### src/rtl/stagger_pkg.sv
// Package: shared widths and the window record type for the controller.
// Assumes a single counter width used by every instance in the domain.
package stagger_pkg;
    parameter int CNT_W = 10;
    localparam logic [CNT_W-1:0] CNT_MAX = {CNT_W{1'b1}};

    typedef logic [CNT_W-1:0] cnt_t;

    typedef struct packed {
        logic vld;
        cnt_t lo;
        cnt_t hi;
    } win_t;
endpackage

### src/rtl/win_bank.sv
// Module: window register bank with a parallel range compare.
// Holds NUM_WIN inclusive ranges of counter values. Asserts hit when the
// count lies in any valid range. Assumes writes are synchronous to clk.
module win_bank
    import stagger_pkg::*;
#(
    parameter int NUM_WIN = 8,
    localparam int ADDR_W = (NUM_WIN > 1) ? $clog2(NUM_WIN) : 1
) (
    input  logic              clk,
    input  logic              rst_n,
    input  logic              we,
    input  logic [ADDR_W-1:0] addr,
    input  cnt_t              lo,
    input  cnt_t              hi,
    input  logic              vld,
    input  cnt_t              cnt,
    output logic              hit
);
    win_t             bank [NUM_WIN];
    logic [NUM_WIN-1:0] in_win;

    genvar g;
    generate
        for (g = 0; g < NUM_WIN; g++) begin : g_win
            // Loads one pair on a matching write, clears on reset.
            always_ff @(posedge clk) begin
                if (!rst_n) begin
                    bank[g] <= '0;
                end else if (we && (addr == ADDR_W'(g))) begin
                    bank[g] <= '{vld: vld, lo: lo, hi: hi};
                end
            end

            // Range test of the current count against this pair.
            always_comb begin
                in_win[g] = bank[g].vld && (cnt >= bank[g].lo) && (cnt <= bank[g].hi);
            end
        end
    endgenerate

    // Any pair matching makes the current cycle quiet.
    always_comb begin
        hit = |in_win;
    end
endmodule

### src/rtl/gap_counter.sv
// Module: cycles-since-peer-event counter.
// Restarts at zero on a peer pulse and stops at its top value. Comes out
// of reset saturated, so a first request meets no pending event.
module gap_counter
    import stagger_pkg::*;
(
    input  logic clk,
    input  logic rst_n,
    input  logic restart,
    output cnt_t cnt,
    output logic sat
);
    // Counts up after each restart, holding at the maximum.
    always_ff @(posedge clk) begin
        if (!rst_n) begin
            cnt <= CNT_MAX;
        end else if (restart) begin
            cnt <= '0;
        end else if (cnt != CNT_MAX) begin
            cnt <= cnt + 1'b1;
        end
    end

    // Flags the saturated value as quiet.
    always_comb begin
        sat = (cnt == CNT_MAX);
    end
endmodule

### src/rtl/grant_unit.sv
// Module: request qualification and the registered power output.
// A request is pending when it asks for the state the output does not
// hold and the opposite request is low. Assumes request levels are synchronous.
module grant_unit (
    input  logic clk,
    input  logic rst_n,
    input  logic req_on,
    input  logic req_off,
    input  logic quiet,
    output logic pending,
    output logic pwr_on,
    output logic evt_out
);
    logic grant;

    // Works out whether a change is asked for and allowed now.
    always_comb begin
        pending = pwr_on ? (req_off && !req_on) : (req_on && !req_off);
        grant   = pending && quiet;
    end

    // Flips the output on a grant and marks that cycle with a pulse.
    always_ff @(posedge clk) begin
        if (!rst_n) begin
            pwr_on  <= 1'b0;
            evt_out <= 1'b0;
        end else begin
            pwr_on  <= pwr_on ^ grant;
            evt_out <= grant;
        end
    end
endmodule

### src/rtl/stagger_ctrl.sv
// Module: top of the staggered activation controller for one core.
// Joins the peer-event counter, the window bank and the grant logic.
// Assumes all inputs are synchronous to clk.
module stagger_ctrl
    import stagger_pkg::*;
#(
    parameter int NUM_WIN = 8,
    localparam int ADDR_W = (NUM_WIN > 1) ? $clog2(NUM_WIN) : 1
) (
    input  logic              clk,
    input  logic              rst_n,
    input  logic              req_on,
    input  logic              req_off,
    input  logic              peer_evt,
    input  logic              cfg_we,
    input  logic [ADDR_W-1:0] cfg_addr,
    input  logic [CNT_W-1:0]  cfg_start,
    input  logic [CNT_W-1:0]  cfg_end,
    input  logic              cfg_valid,
    output logic              pwr_on,
    output logic              evt_out
);
    cnt_t cnt;
    logic sat;
    logic hit;
    logic quiet;
    logic pending;

    gap_counter u_cnt (
        .clk     (clk),
        .rst_n   (rst_n),
        .restart (peer_evt),
        .cnt     (cnt),
        .sat     (sat)
    );

    win_bank #(.NUM_WIN(NUM_WIN)) u_bank (
        .clk   (clk),
        .rst_n (rst_n),
        .we    (cfg_we),
        .addr  (cfg_addr),
        .lo    (cfg_start),
        .hi    (cfg_end),
        .vld   (cfg_valid),
        .cnt   (cnt),
        .hit   (hit)
    );

    // Quiet when a window matches or the counter has run out.
    always_comb begin
        quiet = hit || sat;
    end

    grant_unit u_grant (
        .clk     (clk),
        .rst_n   (rst_n),
        .req_on  (req_on),
        .req_off (req_off),
        .quiet   (quiet),
        .pending (pending),
        .pwr_on  (pwr_on),
        .evt_out (evt_out)
    );
endmodule

### config.mk
export PLATFORM = sky130hd
export DESIGN_NAME = stagger_ctrl
export DESIGN_NICKNAME = d
export VERILOG_FILES = /design/src/rtl/stagger_pkg.sv /design/src/rtl/win_bank.sv /design/src/rtl/gap_counter.sv /design/src/rtl/grant_unit.sv /design/src/rtl/stagger_ctrl.sv
export SDC_FILE = /design/constraint.sdc
export NUM_CORES = 1
export LEC_CHECK = 0
export BUFFER_PORTS_ARGS = -buffer_cell sky130_fd_sc_hd__clkbuf_2
export CORE_ASPECT_RATIO = 0.5
export CORE_MARGIN = 1
export CORE_UTILIZATION = 45
export CTS_BUF_LIST = sky130_fd_sc_hd__clkbuf_4 sky130_fd_sc_hd__clkbuf_8 sky130_fd_sc_hd__clkbuf_16
export DETAILED_ROUTE_END_ITERATION = 10
export SLEW_MARGIN = 20
export SYNTH_ARGS = -nofsm -noshare
export SYNTH_HDL_FRONTEND = slang
export SYNTH_SLANG_ARGS = --single-unit
### constraint.sdc
create_clock -name clk -period 3.7 [get_ports clk]
set_clock_uncertainty 0.15 [all_clocks]
set_input_delay 0.37 -clock clk [delete_from_list [all_inputs] [get_ports clk]]
set_output_delay 0.37 -clock clk [all_outputs]
set_load 0.1 [all_outputs]
==> results_dict.tcl <==
set metrics [dict create \
    syn-cell-area_um2 10700 \
    yosysUniqueCellTypes 48 \
    met2_usage 0.346 \
    cp_slowest_cell "inv_1" \
    grt_use_total 0.240 \
    status "finished clean" \
    crit_buf_inv 3 \
    top_usage_layer "met1" \
    power_density_nw_per_um2 416 \
    maxSlewViolCount 0 \
    ys_seq_elements 180 \
    power_frac_comb 0.180 \
    holdCritPathClass "input port to flip-flop" \
    start_kind "flip-flop" \
    cp_cell_sequence "inv_1 -> buf_4 -> ha_1 -> inv_1 -> a21o_1 -> a221oi_1 -> o211ai_1 -> a211oi_1 -> nor4b_4 -> and4_1 -> o31a_1" \
    cts_tree "built" \
    ir_drop_uv 323 \
    num_rows 39 \
    hold_viol 0 \
    cts_htree_levels 4 \
    avgSynthCellArea_um2 11.1 \
    placed_area_um2 11500 \
    synth_ff_type "edfxtp_1" \
    n_fill_cell 2052 \
    seq_area_frac_synth 0.492 \
    post-cts-setup-buffers 0 \
    crit_type "flip-flop to flip-flop" \
    power_leakage_uw 0.00531 \
    cts_buffer_depth 2 \
    p_seq_frac 0.483 \
    clock_sinks 180 \
    die_x_um 220 \
    reg2reg_depth 11 \
    grt_use_met1 0.363 \
    p_clk_frac 0.337 \
    grt_max_degree 23 \
    arrival_ps 3320 \
    min_period_over_period 0.845 \
    reg2reg_slack_ps 570 \
    fin_crit_ps 3130 \
    fp.dieH_um 111 \
    grt_overflow_total 0 \
    area_delta_synth_final_pct 12.3 \
    vias_per_cell 5.37 \
    hold_buffers 0 \
    drive_gt1_frac 0.0988 \
    fmax_ghz 0.320 \
    placed_cells 1319 \
    final_nets 1222 \
    postLayoutCellArea_um2 12100 \
    endpoint "u_grant.pwr_on$_SDFF_PN0_" \
    sw_frac_of_total 0.278 \
    core_area_um2 23100 \
    yosys_warnings 0 \
    finalSetupViolations 0 \
    final_util 0.521 \
    cts_resized 0 \
    cp-startpoint "u_cnt.cnt[0]$_SDFFE_PN1P_" \
    rsz0062_at_grt "no" \
    async_flop_share 0 \
    cts_root_buf "clkbuf_16" \
    met3_usage 0.0469 \
    drc 0 \
    worst_pin_slew_ps 908 \
    wire_per_inst_um 20.3 \
    dieArea_um2 24500 \
    hpwl_um 19500 \
    clkTransAtPathRegs_ps 70 \
    wirelength_um 27400 \
    syn-num-nets 1161 \
    synth_area_leaders "edfxtp_1, ha_1, and2_1" \
    grt_pass1_wl_um 42000 \
    place_congestion 0.872 \
    crit_top_cell "inv_1" \
    crit_path_end_kind "flip-flop" \
    syn_inst 970 \
    synth_edf_count 168 \
    synth_top_cell_area_share 0.470 \
    ioPinCount 32 \
    final_cell_mix "and2_1, edfxtp_1, ha_1" \
    fin_cells 1350 \
    regToRegStartpoint "u_cnt.cnt[0]$_SDFFE_PN1P_" \
    maxCapViolCount 0 \
    vias 7249 \
    cp_data_required_time_ps 3890 \
    firstDrtPassIters 5 \
    max_slew_margin 0.394 \
    fin_tns_setup_ps 0 \
    crit_family "compound AO/OA/AOI/OAI gates" \
    start_util 0.464 \
    cts_buffers 17 \
    yosysTopAreaCell "edfxtp_1" \
    drt_iter0_markers 501 \
    cellInternalPower_uw 3620 \
    cp.depth 11 \
    reg2reg_to "u_grant.pwr_on$_SDFF_PN0_" \
    clock_latency_ps 450 \
    p_sw_uw 1390 \
    postRouteAntennaNets 0 \
    grt_pass1_vias 7134 \
    worstPathMaxFanout 10 \
    critPathMaxStageDelay_ps 430 \
    antenna_found_initial 4 \
    io_buffers 31 \
]
## worst reg2reg max path, delay by kind of cell (launching register included)
family	cells	cell delay, ps
flip-flops	1	340
buffers and inverters	3	790
adder cells (fa/ha/maj)	1	170
AO/OA/AOI/OAI	5	1240
AND/OR/NAND/NOR	2	320
## synth_stat cells (7+ instances only)
master and number:
and2_1 168, edfxtp_1 168, ha_1 161, inv_1 156
o21ai_0 41, nor2_1 31, a21oi_1 30, nand2_1 21
nand3_1 19, nand4_1 19, clkbuf_1 18, a211oi_1 17
nand2b_1 15, a21o_1 14, dfxtp_1 12, a31oi_1 7
nor3_1 7, o211ai_1 7
## routing by layer
layer,up-vias,wire length (µm)
li1,3536,-
met1,3504,14000
met2,169,11500
met3,38,1390
met4,2,461
met5,-,13
## sequential cells by signal (all words and copies together), names as in the netlist
name,flops
u_grant.evt_out,1
u_bank.bank,168
u_cnt.cnt,10
u_grant.pwr_on,1
## power by group through the flow
stage	clock network [µW]	registers [µW]	logic [µW]
2_1_floorplan	0	2490	525
3_3_place_gp	0	2460	869
3_5_place_dp	0	2470	899
4_1_cts	1710	2420	905
5_1_grt	1790	2440	1020
6_report	1690	2420	905
## final cells by class
class / count / area (µm²) / share of cell area
inverters: 156 / 586 / 0.0486
clock buffers: 18 / 433 / 0.0359
well taps: 307 / 384 / 0.0318
multi-input cells: 615 / 4860 / 0.403
clock inverters: 12 / 92.6 / 0.00768
flip-flops and latches: 180 / 5290 / 0.438
diodes: 1 / 2.50 / 0.000207
repair buffers: 61 / 418 / 0.0347
## per-stage QoR
step                      power (µW)  hold slack (ps)  setup slack [ps]
final                           5020              122               572
after CTS                       5040              103               584
after global placement          3330              434               614
after detailed placement        3370              434               616
after floorplan                 3020              412               946
after global routing            5250              133               441
## logic make-up after synthesis
kind of cell / synth area share
multiplexers: 0.000932
XOR/XNOR: 0.00408
buffers and inverters: 0.0612
flip-flops: 0.492
adder cells (fa/ha/maj): 0.188
AND/OR/NAND/NOR: 0.160
AO/OA/AOI/OAI: 0.0946
## worst min-delay path by stage
stage                                endpoint  depth (start not counted)  slack (ps)                 startpoint
finish              u_cnt.cnt[8]$_SDFFE_PN1P_                          2         120                   peer_evt
global route        u_cnt.cnt[8]$_SDFFE_PN1P_                          2         130                   peer_evt
CTS                 u_cnt.cnt[8]$_SDFFE_PN1P_                          2         100                   peer_evt
detailed placement  u_cnt.cnt[0]$_SDFFE_PN1P_                          2         430  u_cnt.cnt[0]$_SDFFE_PN1P_
global placement    u_cnt.cnt[0]$_SDFFE_PN1P_                          2         430  u_cnt.cnt[0]$_SDFFE_PN1P_
floorplan           u_cnt.cnt[0]$_SDFFE_PN1P_                          2         410  u_cnt.cnt[0]$_SDFFE_PN1P_
No activity file was read; power rests on OpenSTA's default activity.
